## src/rtl/msk_rx_pkg.sv

```systemverilog
package msk_rx_pkg;
  // Polarity indices of the two carrier references
  localparam int IDX_IP  = 0;
  localparam int IDX_INV = 1;
  localparam int NPOL    = 2;
endpackage

```

## src/rtl/msk_tick_gen.sv

```systemverilog
module msk_tick_gen #(
  parameter int PRESCALE = 4  // clocks per sample tick, at least 2
) (
  input  logic clk,
  input  logic rst_n,
  output logic tick
);
  localparam int CW = (PRESCALE > 1) ? $clog2(PRESCALE) : 1;
  localparam logic [CW-1:0] LAST = CW'(PRESCALE - 1);

  logic [CW-1:0] cnt_q, cnt_d;

  always_comb begin
    tick  = (cnt_q == LAST);
    cnt_d = tick ? '0 : cnt_q + 1'b1;
  end

  always_ff @(posedge clk or negedge rst_n) begin
    if (!rst_n) cnt_q <= '0;
    else        cnt_q <= cnt_d;
  end

  // ticks are isolated single cycles
  p_tick_gap_r2: assert property (@(posedge clk) disable iff (!rst_n)
    tick |=> !tick);
endmodule

```

## src/rtl/msk_ref_carrier.sv

```systemverilog
module msk_ref_carrier
  import msk_rx_pkg::*;
#(
  parameter int CAR_TICKS = 10
) (
  input  logic            clk,
  input  logic            rst_n,
  input  logic            tick,
  output logic [NPOL-1:0] ref_lvl
);
  localparam int PHW  = $clog2(CAR_TICKS);
  localparam int HALF = CAR_TICKS / 2;
  localparam logic [PHW-1:0] PH_LAST = PHW'(CAR_TICKS - 1);

  logic [PHW-1:0] phase_q, phase_d;
  logic           ip_lvl;

  always_comb begin
    phase_d = phase_q;
    if (tick) phase_d = (phase_q == PH_LAST) ? '0 : phase_q + 1'b1;
    ip_lvl           = (phase_q < PHW'(HALF));
    ref_lvl[IDX_IP]  = ip_lvl;
    ref_lvl[IDX_INV] = ~ip_lvl;
  end

  always_ff @(posedge clk or negedge rst_n) begin
    if (!rst_n) phase_q <= '0;
    else        phase_q <= phase_d;
  end

  // phase moves only on a tick and wraps after the last phase
  p_phase_hold_r3: assert property (@(posedge clk) disable iff (!rst_n)
    !tick |=> $stable(phase_q));
  p_phase_wrap_r3: assert property (@(posedge clk) disable iff (!rst_n)
    (tick && phase_q == PH_LAST) |=> (phase_q == '0));
endmodule

```

## src/rtl/msk_run_counter.sv

```systemverilog
module msk_run_counter #(
  parameter int SYM_TICKS = 20
) (
  input  logic clk,
  input  logic rst_n,
  input  logic tick,
  input  logic match,
  output logic hit
);
  localparam int SW = $clog2(SYM_TICKS);
  localparam logic [SW-1:0] RUN_LAST = SW'(SYM_TICKS - 1);

  logic [SW-1:0] run_q, run_d;

  always_comb begin
    hit   = tick && match && (run_q == RUN_LAST);
    run_d = run_q;
    if (tick) begin
      if (!match || hit) run_d = '0;
      else               run_d = run_q + 1'b1;
    end
  end

  always_ff @(posedge clk or negedge rst_n) begin
    if (!rst_n) run_q <= '0;
    else        run_q <= run_d;
  end

  // a mismatching sample empties the run
  p_run_clear_r4: assert property (@(posedge clk) disable iff (!rst_n)
    (tick && !match) |=> (run_q == '0));
endmodule

```

## src/rtl/msk_sym_decider.sv

```systemverilog
module msk_sym_decider
  import msk_rx_pkg::*;
#(
  parameter int SYM_TICKS = 20
) (
  input  logic            clk,
  input  logic            rst_n,
  input  logic            tick,
  input  logic [NPOL-1:0] match,
  input  logic [NPOL-1:0] hit,
  output logic            sync_ok,
  output logic            bit_stb,
  output logic            bit_out
);
  localparam int PW = $clog2(SYM_TICKS);
  localparam logic [PW-1:0] POS_LAST = PW'(SYM_TICKS - 1);

  logic            sync_q, sync_d;
  logic [PW-1:0]   pos_q, pos_d;
  logic [NPOL-1:0] all_q, all_d, win_now;
  logic            stb_q, stb_d, bit_q, bit_d;
  logic            any_hit, win_end;

  always_comb begin
    any_hit = |hit;
    win_now = all_q & match;
    win_end = any_hit || (pos_q == POS_LAST);
    sync_d  = sync_q;
    pos_d   = pos_q;
    all_d   = all_q;
    stb_d   = 1'b0;
    bit_d   = bit_q;
    if (tick) begin
      if (any_hit) sync_d = 1'b1;
      if (win_end) begin
        pos_d = '0;
        all_d = '1;
      end else begin
        pos_d = pos_q + 1'b1;
        all_d = win_now;
      end
      if (sync_q && win_end) begin
        stb_d = 1'b1;
        bit_d = any_hit || (|win_now);
      end
    end
  end

  always_ff @(posedge clk or negedge rst_n) begin
    if (!rst_n) begin
      sync_q <= 1'b0;
      pos_q  <= '0;
      all_q  <= '1;
      stb_q  <= 1'b0;
      bit_q  <= 1'b0;
    end else begin
      sync_q <= sync_d;
      pos_q  <= pos_d;
      all_q  <= all_d;
      stb_q  <= stb_d;
      bit_q  <= bit_d;
    end
  end

  assign sync_ok = sync_q;
  assign bit_stb = stb_q;
  assign bit_out = bit_q;

  // lock is sticky until reset
  p_sync_hold_r5: assert property (@(posedge clk) disable iff (!rst_n)
    sync_q |=> sync_q);
  // the locking symbol produces no strobe
  p_lock_silent_r7: assert property (@(posedge clk) disable iff (!rst_n)
    $rose(sync_q) |-> !stb_q);
  // strobes follow a sampling tick
  p_stb_on_tick_r8: assert property (@(posedge clk) disable iff (!rst_n)
    stb_q |-> $past(tick));
  // a hit while locked reports a 1
  p_realign_one_r10: assert property (@(posedge clk) disable iff (!rst_n)
    (tick && sync_q && any_hit) |=> (stb_q && bit_q));
  // strobe is a single cycle
  p_stb_pulse_r11: assert property (@(posedge clk) disable iff (!rst_n)
    stb_q |=> !stb_q);
endmodule

```

## src/rtl/msk_sync_detect.sv

```systemverilog
module msk_sync_detect
  import msk_rx_pkg::*;
#(
  parameter int PRESCALE  = 4,
  parameter int SYM_TICKS = 20,
  parameter int CAR_TICKS = 10
) (
  input  logic clk,
  input  logic rst_n,
  input  logic line_in,
  output logic sync_ok,
  output logic bit_stb,
  output logic bit_out
);
  logic            rst_s1, rst_q_n;
  logic            tick;
  logic [NPOL-1:0] ref_lvl, match, hit;

  // Reset: asserted asynchronously, released through two flops
  always_ff @(posedge clk or negedge rst_n) begin
    if (!rst_n) begin
      rst_s1  <= 1'b0;
      rst_q_n <= 1'b0;
    end else begin
      rst_s1  <= 1'b1;
      rst_q_n <= rst_s1;
    end
  end

  msk_tick_gen #(.PRESCALE(PRESCALE)) u_tick (
    .clk   (clk),
    .rst_n (rst_q_n),
    .tick  (tick)
  );

  msk_ref_carrier #(.CAR_TICKS(CAR_TICKS)) u_car (
    .clk     (clk),
    .rst_n   (rst_q_n),
    .tick    (tick),
    .ref_lvl (ref_lvl)
  );

  always_comb begin
    for (int p = 0; p < NPOL; p++) match[p] = (line_in == ref_lvl[p]);
  end

  for (genvar p = 0; p < NPOL; p++) begin : g_pol
    msk_run_counter #(.SYM_TICKS(SYM_TICKS)) u_run (
      .clk   (clk),
      .rst_n (rst_q_n),
      .tick  (tick),
      .match (match[p]),
      .hit   (hit[p])
    );
  end

  msk_sym_decider #(.SYM_TICKS(SYM_TICKS)) u_dec (
    .clk     (clk),
    .rst_n   (rst_q_n),
    .tick    (tick),
    .match   (match),
    .hit     (hit),
    .sync_ok (sync_ok),
    .bit_stb (bit_stb),
    .bit_out (bit_out)
  );
endmodule

```

## config.mk

```make
export PLATFORM = sky130hd
export DESIGN_NAME = msk_sync_detect
export DESIGN_NICKNAME = d
export VERILOG_FILES = /design/src/rtl/msk_rx_pkg.sv /design/src/rtl/msk_tick_gen.sv /design/src/rtl/msk_ref_carrier.sv /design/src/rtl/msk_run_counter.sv /design/src/rtl/msk_sym_decider.sv /design/src/rtl/msk_sync_detect.sv
export SDC_FILE = /design/constraint.sdc
export NUM_CORES = 1
export LEC_CHECK = 0
export ABC_CLOCK_PERIOD_IN_PS = 1500
export CAP_MARGIN = 25
export CORE_ASPECT_RATIO = 0.6
export CORE_MARGIN = 2
export CORE_UTILIZATION = 40
export DETAILED_ROUTE_END_ITERATION = 10
export PLACE_DENSITY = 0.58
export SLEW_MARGIN = 20
export SYNTH_ARGS = -nofsm -noshare
export SYNTH_HDL_FRONTEND = slang
export SYNTH_SLANG_ARGS = --single-unit
```

## constraint.sdc

```tcl
create_clock -name clk -period 1.5 [get_ports clk]
set_input_delay 0.3 -clock clk [delete_from_list [all_inputs] [get_ports clk]]
set_output_delay 0.3 -clock clk [all_outputs]
set_load 0.01 [all_outputs]
```

==> results of run 1 <==
-- cells in the final DEF (no fill, tap or decap), types with 2 or more instances in the layout --
cell	synthesis	routed
a21o_1	2	2
a21oi_1	5	5
and3_1	2	2
buf_4	0	33
buf_6	0	2
clkbuf_8	0	4
clkdlybuf4s50_1	0	2
dfrtp_1	26	25
dfstp_2	2	2
dlymetal6s2s_1	0	3
ha_1	4	2
ha_2	0	2
inv_1	4	4
mux2_4	1	4
nand2_1	16	16
nand2b_1	3	2
nand3_1	3	3
nand3b_1	2	2
nand4_1	3	3
nor2_1	10	5
nor2_2	0	4
nor2b_1	2	2
nor4bb_4	0	3
o21ai_0	14	10
o21ai_1	1	3
o21ai_2	0	2
o22ai_1	3	2
o2bb2ai_1	5	5
or2_4	0	2
-- logic make-up after synthesis --
group           after synthesis  share of synthesized area
buf+inv                       7                     0.0195
flops                        28                      0.500
compound gates               38                      0.184
mux                           5                     0.0507
other cells                   1                    0.00266
simple gates                 51                      0.196
fa+ha+maj                     4                     0.0356
xor+xnor                      2                     0.0124
-- how the worst max path moves through the flow --
stage	start	end	slack (ps)	cells after the start
2_1_floorplan	u_car.phase_q[3]	u_dec.bit_out	-80	4
3_5_place_dp	line_in	u_dec.bit_out	-440	6
4_1_cts	u_car.phase_q[1]	u_dec.pos_q[0]	-120	5
6_report	u_car.phase_q[3]	u_dec.bit_out	-100	5
3_3_place_gp	line_in	u_dec.bit_out	-410	6
5_1_grt	g_pol[0].u_run.run_q[1]	u_dec.bit_out	-160	6
-- flip-flops by register name (all words and copies together) (netlist names) --
name	cells
rst_q_n	1
u_dec.pos_q	5
u_tick.cnt_q	2
rst_s1	1
u_car.phase_q	4
u_dec.sync_ok	1
u_dec.all_q	2
g_pol.u_run.run_q	10
u_dec.bit_stb	1
u_dec.bit_out	1
-- layer usage --
metal | global-route usage | vias to the layer above | part of all wire
met4 | 0.0169 | 0 | 0.0038
met3 | 0.0476 | 4 | 0.038
li1 | - | 578 | -
met1 | 0.225 | 594 | 0.47
met5 | 0 | - | 0
met2 | 0.269 | 26 | 0.49
-- cell usage after synthesis (2+ instances only) --
cell type,n,share of area
nor4bb_1,3,0.021
a21o_1,2,0.011
mux2_2,3,0.024
o22ai_1,3,0.013
nand2_1,16,0.043
or2_1,2,0.0089
nor2_1,10,0.027
ha_1,4,0.036
nand3_1,3,0.011
and3_1,2,0.0089
o31ai_1,2,0.011
o2bb2ai_1,5,0.031
dfrtp_1,26,0.46
inv_1,4,0.011
nand3b_1,2,0.011
nand2b_1,3,0.013
a21oi_1,5,0.018
nor2b_1,2,0.0089
dfstp_2,2,0.037
nand4_1,3,0.013
o21ai_0,14,0.050
-- power breakdown --
part | internal [mW] | switching [mW] | leakage (nW)
Combinational | 0.357 | 0.284 | 0.525
Sequential | 0.871 | 0.0789 | 0.351
Clock | 0.235 | 0.235 | 0.0288
Total | 1.46 | 0.597 | 0.905
-- repair_timing --
| action | CTS | global route |
|---|---|---|
| setup endpoints to repair | 13 | 18 |
| hold buffers | 0 | 0 |
| resized for setup | 4 | 29 |
| pin swaps | 7 | 7 |
| setup buffers | 2 | 3 |
| gates cloned | 0 | 0 |
-- metrics by stage --
| step | power [mW] | hold slack (ps) | instance area (µm²) |
|---|---|---|---|
| floorplan | 1.25 | 4.41 | 1440 |
| global placement | 1.48 | 238 | 1760 |
| detailed placement | 1.50 | 259 | 1760 |
| CTS | 2.01 | 162 | 1850 |
| global route | 2.19 | 153 | 1980 |
| finish | 2.06 | 172 | 1980 |
-- layout make-up --
class / instances / area share
Clock buffer: 4 / 0.0278
Inverter: 4 / 0.00759
Multi-Input combinational cell: 101 / 0.414
Sequential cell: 28 / 0.356
Tap cell: 45 / 0.0285
Timing Repair Buffer: 40 / 0.166
==> results_dict.tcl, run 1 <==
set metrics [dict create \
    status "finished with violations" \
    violations "negative setup slack" \
    path_clk_slew_ps 100 \
    wl_um 3180 \
    antenna_found_initial 0 \
    synth_area_um2 1410 \
    htreeDepth 1 \
    die_h_um 50.0 \
    overflow 0 \
    finalWorstSetupSlack_ps -102 \
    r2r_slack_ps -100 \
    slew_violations 0 \
    ir_worst_vdd_uv 616 \
    nFillCells 278 \
    seq_area_um2 704 \
    drt-pass1-iter-count 4 \
    yosysWarnings 0 \
    clock_latency_ps 270 \
    cts_sinks 28 \
    fmax_ghz 0.624 \
    timing.max_cap.violations 0 \
    final_util 0.599 \
    gp_congestion 0.793 \
    crit_arrival_ps 1820 \
    worstPathCellList "or2_4 > o22a_4 > mux2i_4 > and3_4 > o32a_1" \
    instances_no_fill 222 \
    nets 185 \
    r2r-start "u_car.phase_q[3]" \
    crit_fanout 5 \
    synth_edf_count 0 \
    synth_cell_type_count 41 \
    syn_nets 143 \
    multi_input_area_um2 820 \
    setup_tns_ps -363 \
    ios 6 \
    hold_class "primary input to async pin" \
    power_leakage_nw 0.905 \
    drc_errors 0 \
    cpMaxStageDelayCell "dfrtp_2" \
    syn_inst 136 \
    cpPeakStageDelay_ps 450 \
    critPathKind "register to register" \
    ys_ff_latch 28 \
    port_buffers 5 \
    hold_violations 0 \
    vias_per_cell 5.41 \
    grt_max_degree 27 \
    rows 16 \
    ys_seq_area_frac 0.500 \
    place_ws_ps -442 \
    n_antenna_cell 0 \
    clock_path_buffers 2 \
    grt_pass1_vias 1170 \
    synth_ff_type "dfrtp_1" \
    post_drt_wl_per_cell_um 14.3 \
    postRouteAntennaNets 0 \
    finalClockSkew_ps 3.07 \
    setup_viol 6 \
    numCtsBuffers 3 \
    required_ps 1720 \
    r2r_cells 5 \
    drt_iter0_drc 49 \
    period_needed_ps 1600 \
    drive_gt1_frac 0.401 \
    die_x_um 80.6 \
    dieArea_um2 4030 \
    grt_pass1_wl_um 5170 \
    crit_path_start_kind "register" \
    dp_cells 213 \
    cts_tree "built" \
    track_usage 0.165 \
    root_buffer "clkbuf_8" \
    avgSynthCellArea_um2 10.4 \
    power_per_cell_area_nw_per_um2 1040 \
    critPathTopFamily "simple AND/OR/NAND/NOR gates" \
    routed-via-count 1202 \
    start_util 0.426 \
    async_flop_share 1.00 \
    area_growth_pct 40.5 \
    hpwl_um 2160 \
    rr_endpoint "u_dec.bit_out" \
    post-route-period-util 1.07 \
    core_um2 3300 \
    rsz0062_at_grt "true" \
    worst-path-buf-inv 0 \
    end_kind "register" \
]
(Power assumes the default switching activity.)
==> run 2, diff against run 1 <==
--- a/constraint.sdc
+++ b/constraint.sdc
@@ -3,2 +3,2 @@
 set_output_delay 0.3 -clock clk [all_outputs]
-set_load 0.01 [all_outputs]
+set_load 0.05 [all_outputs]
==> run 2 against run 1 <==
  * The flow still finishes with violations (negative setup slack)
  * Clock skew rose by 1.8 ps
  * Largest cell class unchanged
  * First-iteration DRC count rose by 4.1%
  * Final cell count rose by 0.45%
  * Combinational power rose by 8.4%
  * Die area did not move
  * Sequential share of layout area fell by 0.49 points
  * Sequential power rose by 2%
==> results_dict.tcl, run 2 (synthesized netlist as in run 1, its figures left out) <==
set metrics [dict create \
    status "finished with violations" \
    violations "negative setup slack" \
    final_util 0.607 \
    instances_no_fill 223 \
    hold_class "primary input to async pin" \
    rows 16 \
    die_x_um 80.6 \
    power_per_cell_area_nw_per_um2 1130 \
    final_cell_mix "34 x buf_4, 25 x dfrtp_1, 16 x nand2_1, 8 x o21ai_0" \
    dieArea_um2 4030 \
    dpl-instance-area_um2 1790 \
    nFillCells 282 \
    crit_fanout 5 \
    htreeDepth 1 \
    hpwl_um 2310 \
    nets 186 \
    reg_top3 "g_pol.u_run.run_q: 10 flops, u_dec.pos_q: 5 flops, u_car.phase_q: 4 flops" \
    gp_congestion 0.846 \
    r2r_cells 4 \
    wl_um 3260 \
    largest_reg_flops 10 \
    seq_area_um2 704 \
    root_buffer "clkbuf_8" \
    antenna_found_initial 0 \
    slew_violations 0 \
    path_clk_slew_ps 100 \
    finalClockSkew_ps 4.82 \
    track_usage 0.184 \
    dp_cells 213 \
    multi_input_area_um2 802 \
    vias_per_cell 5.36 \
    timing.max_cap.violations 0 \
    overflow 0 \
    drive_gt1_frac 0.427 \
    hold_buffers 0 \
    hold_violations 0 \
    rr_endpoint "u_dec.bit_out" \
    clock_latency_ps 280 \
    postRouteAntennaNets 0 \
    numCtsBuffers 3 \
    setup_viol 11 \
    fin_area_um2 2010 \
    ios 6 \
    drc_errors 0 \
    crit_arrival_ps 1790 \
    finalWorstSetupSlack_ps -119 \
    rsz0062_at_grt "true" \
    critPathKind "register to register" \
    drt_iter0_drc 51 \
    fmax_ghz 0.618 \
    end_kind "register" \
    n_antenna_cell 0 \
    die_h_um 50.0 \
    clock_path_buffers 2 \
    area_growth_pct 42.5 \
    power_mw 2.26 \
    power_leakage_nw 0.887 \
    start_util 0.426 \
    largest_register "g_pol.u_run.run_q" \
    port_buffers 5 \
    grt_pass1_wl_um 5630 \
    core_um2 3300 \
    ir_worst_vdd_uv 612 \
    crit_path_start_kind "register" \
    post-route-period-util 1.08 \
    grt_max_degree 27 \
    r2r_slack_ps -120 \
    period_needed_ps 1620 \
    cts_tree "built" \
    layout_commonest_cell "buf_4" \
    required_ps 1670 \
    post_drt_wl_per_cell_um 14.6 \
    grt_pass1_vias 1225 \
    drt-pass1-iter-count 4 \
    cts_sinks 28 \
    routed-via-count 1195 \
    r2r-start "u_car.phase_q[3]" \
]
-- run 2: worst max-delay path, stage by stage, from the launching register on --
cell and delay (ps):
dfrtp_2 460, or2_4 250, o22ai_2 140, mux2_4 360, o32a_1 290
-- run 2: worst max-delay path by stage --
stage,start,end,slack [ps],cells after the start
after floorplan,u_car.phase_q[3],u_dec.bit_out,-80,4
after global placement,line_in,u_dec.bit_out,-410,6
after detailed placement,line_in,u_dec.bit_out,-450,6
after CTS,u_car.phase_q[0],u_dec.pos_q[0],-120,5
after global routing,u_car.phase_q[3],u_dec.pos_q[0],-180,5
final,u_car.phase_q[3],u_dec.bit_out,-120,4
-- run 2: final cells by class --
cell class                 instances  area share
multi-input combinational        101       0.400
sequential                        28       0.351
timing repair buffer              41       0.178
tap                               45      0.0281
clock buffer                       3      0.0206
clock inverter                     1      0.0150
inverter                           4     0.00749
-- run 2: layer usage --
layer  vias up  global-route usage  part of all wire
met5         -                   0                 0
met4         0              0.0480             0.012
met2        27               0.303              0.47
met1       588               0.240              0.47
met3         7              0.0495             0.041
li1        573                   -                 -
-- run 2: through the flow --
| stage | worst slack [ps] | hold slack [ps] | setup TNS [ps] |
|---|---|---|---|
| 6_report | -119 | 166 | -661 |
| 5_1_grt | -183 | 150 | -1340 |
| 4_1_cts | -118 | 160 | -578 |
| 3_5_place_dp | -450 | 249 | -5660 |
| 3_3_place_gp | -411 | 239 | -4990 |
| 2_1_floorplan | -80.5 | 4.41 | -169 |
-- run 2: timing repair --
item,4_1_cts,5_1_grt
gates resized for setup,6,25
setup buffers,1,5
setup endpoints to repair,15,19
pin swaps,4,10
-- run 2: where the power goes --
part	switching (mW)	internal (mW)	total, mW
Combinational	0.318	0.376	0.694
Clock	0.241	0.358	0.598
Sequential	0.0981	0.871	0.969
Total	0.657	1.60	2.26
==> run 3, diff against run 2 <==
- SETUP_SLACK_MARGIN: unset -> 0.3
==> run 3 against run 2 <==
  * The flow still finishes with violations (negative setup slack)
  * Clock-buffer cell count is 1 higher
  * Non-clock buffer count is 5 higher
  * Routed wire length is 12% higher
  * Clock power is 21% lower
  * Setup slack worse by 58 ps
  * Fmax is 3.5% lower
  * First-iteration DRC count is 22% lower
  * Sequential power is 0.4% higher
  * Largest cell class unchanged
  * Highest routed layer unchanged
==> results_dict.tcl, run 3 (synthesized netlist as in run 1, its figures left out) <==
set metrics [dict create \
    dpl-instance-area_um2 1820 \
    required_ps 1660 \
    cts_tree "built" \
    end_kind "register" \
    post_drt_wl_per_cell_um 16.0 \
    r2r-start "u_car.phase_q[3]" \
    power_mw 2.22 \
    violations "negative setup slack" \
    post-route-period-util 1.12 \
    setup_viol 14 \
    status "finished with violations" \
    finalClockSkew_ps 12.9 \
    rows 16 \
    critPathKind "register to register" \
    seq_area_um2 706 \
    grt_max_degree 27 \
    hold_violations 0 \
    worstPathCellList "or2_4 > o22ai_4 > mux2_4 > o32a_1" \
    timing.max_cap.violations 0 \
    postRouteAntennaNets 0 \
    grt_pass1_vias 1189 \
    p_clk_frac 0.212 \
    htreeDepth 1 \
    nets 191 \
    path_clk_slew_ps 100 \
    dp_cells 212 \
    wl_met1_um 1640 \
    n_antenna_cell 0 \
    largest_reg_flops 10 \
    port_buffers 5 \
    die_h_um 50.0 \
    rr_endpoint "u_dec.bit_out" \
    cts_sinks 28 \
    ir_worst_vdd_uv 590 \
    gp_congestion 0.822 \
    drc_errors 0 \
    multi_input_area_um2 926 \
    finalWorstSetupSlack_ps -177 \
    antenna_found_initial 0 \
    wl_met2_um 1880 \
    crit_path_start_kind "register" \
    layout_commonest_cell "buf_4" \
    instances_no_fill 228 \
    switching_share 0.309 \
    top_layer_used "met4" \
    clock_latency_ps 280 \
    die_x_um 80.6 \
    fin_area_um2 2230 \
    drt_iter0_drc 40 \
    final_cell_mix "32 x buf_4, 24 x dfrtp_1, 14 x nand2_1, 8 x o21ai_0" \
    period_needed_ps 1680 \
    core_um2 3300 \
    hpwl_um 2170 \
    overflow 0 \
    crit_fanout 5 \
    dr_wl_met3_um 98 \
    cpPeakStageDelay_ps 470 \
    p_switching_mw 0.684 \
    drt-pass1-iter-count 4 \
    start_util 0.426 \
    hold_buffers 0 \
    hold_ws_ps 181 \
    rsz0062_at_grt "true" \
    dieArea_um2 4030 \
    r2r_slack_ps -180 \
    clock_path_buffers 2 \
    p_comb_frac 0.349 \
    crit_arrival_ps 1830 \
    power_per_cell_area_nw_per_um2 992 \
    p_seq_frac 0.439 \
    nFillCells 243 \
    fmax_ghz 0.596 \
    vias_per_cell 5.37 \
    power_leakage_nw 0.978 \
    cpMaxStageDelayCell "dfrtp_2" \
    root_buffer "clkbuf_8" \
    ios 6 \
    r2r_cells 4 \
    wl_um 3650 \
    hold_class "primary input to async pin" \
    grt_pass1_wl_um 5660 \
    routed-via-count 1224 \
    reg_top3 "g_pol.u_run.run_q: 10 flops, u_dec.pos_q: 5 flops, u_car.phase_q: 4 flops" \
    area_growth_pct 58.7 \
    p_int_mw 1.53 \
    track_usage 0.184 \
    largest_register "g_pol.u_run.run_q" \
    drive_gt1_frac 0.519 \
    numCtsBuffers 3 \
    slew_violations 0 \
]
[run 3: critical path: cells and delay by family (launching register included)]
| kind | cells | cell delay [ps] |
|---|---|---|
| muxes | 1 | 370 |
| and+or+nand+nor | 1 | 270 |
| AOI/OAI and AO/OA | 2 | 430 |
| DFF | 1 | 470 |
[run 3: cell type report]
cell class | instances | share of cell area
clock buffers | 4 | 0.0246
inverters | 4 | 0.00672
multi-input cells | 101 | 0.415
flip-flops and latches | 28 | 0.316
well taps | 45 | 0.0252
repair buffers | 46 | 0.213
[run 3: how the worst max path moves through the flow]
| stage | endpoint | from | slack (ps) |
|---|---|---|---|
| after floorplan | u_dec.bit_out | u_car.phase_q[3] | -80 |
| after global placement | g_pol[1].u_run.run_q[2] | line_in | -420 |
| after detailed placement | g_pol[1].u_run.run_q[2] | line_in | -500 |
| after CTS | u_dec.pos_q[0] | u_car.phase_q[3] | -140 |
| after global routing | u_dec.bit_out | u_car.phase_q[0] | -240 |
| final | u_dec.bit_out | u_car.phase_q[3] | -180 |
[run 3: power by group through the flow]
stage | Clock, mW | Sequential (mW) | Combinational, mW
4_1_cts | 0.479 | 0.968 | 0.667
3_3_place_gp | 0 | 0.966 | 0.617
6_report | 0.470 | 0.973 | 0.773
2_1_floorplan | 0 | 1.04 | 0.265
5_1_grt | 0.508 | 0.994 | 0.834
3_5_place_dp | 0 | 0.967 | 0.634
[run 3: through the flow]
step	TNS (ps)	setup WS [ps]	utilization
3_3_place_gp	-5510	-416	0.550
6_report	-1370	-177	0.676
4_1_cts	-987	-141	0.622
2_1_floorplan	-171	-79.9	-
5_1_grt	-2080	-238	0.676
3_5_place_dp	-6740	-499	0.550
[run 3: repair_timing]
| action | 4_1_cts | 5_1_grt |
|---|---|---|
| gates cloned | 2 | 0 |
| pin swaps | 10 | 11 |
| setup buffers | 5 | 5 |
| endpoints found under the setup margin | 22 | 25 |
| gates resized for setup | 20 | 32 |
[run 3: routing by layer]
| metal | vias up | GRT usage |
|---|---|---|
| met4 | 0 | 0.0339 |
| met2 | 17 | 0.310 |
| li1 | 587 | - |
| met5 | - | 0 |
| met3 | 6 | 0.0440 |
| met1 | 614 | 0.245 |
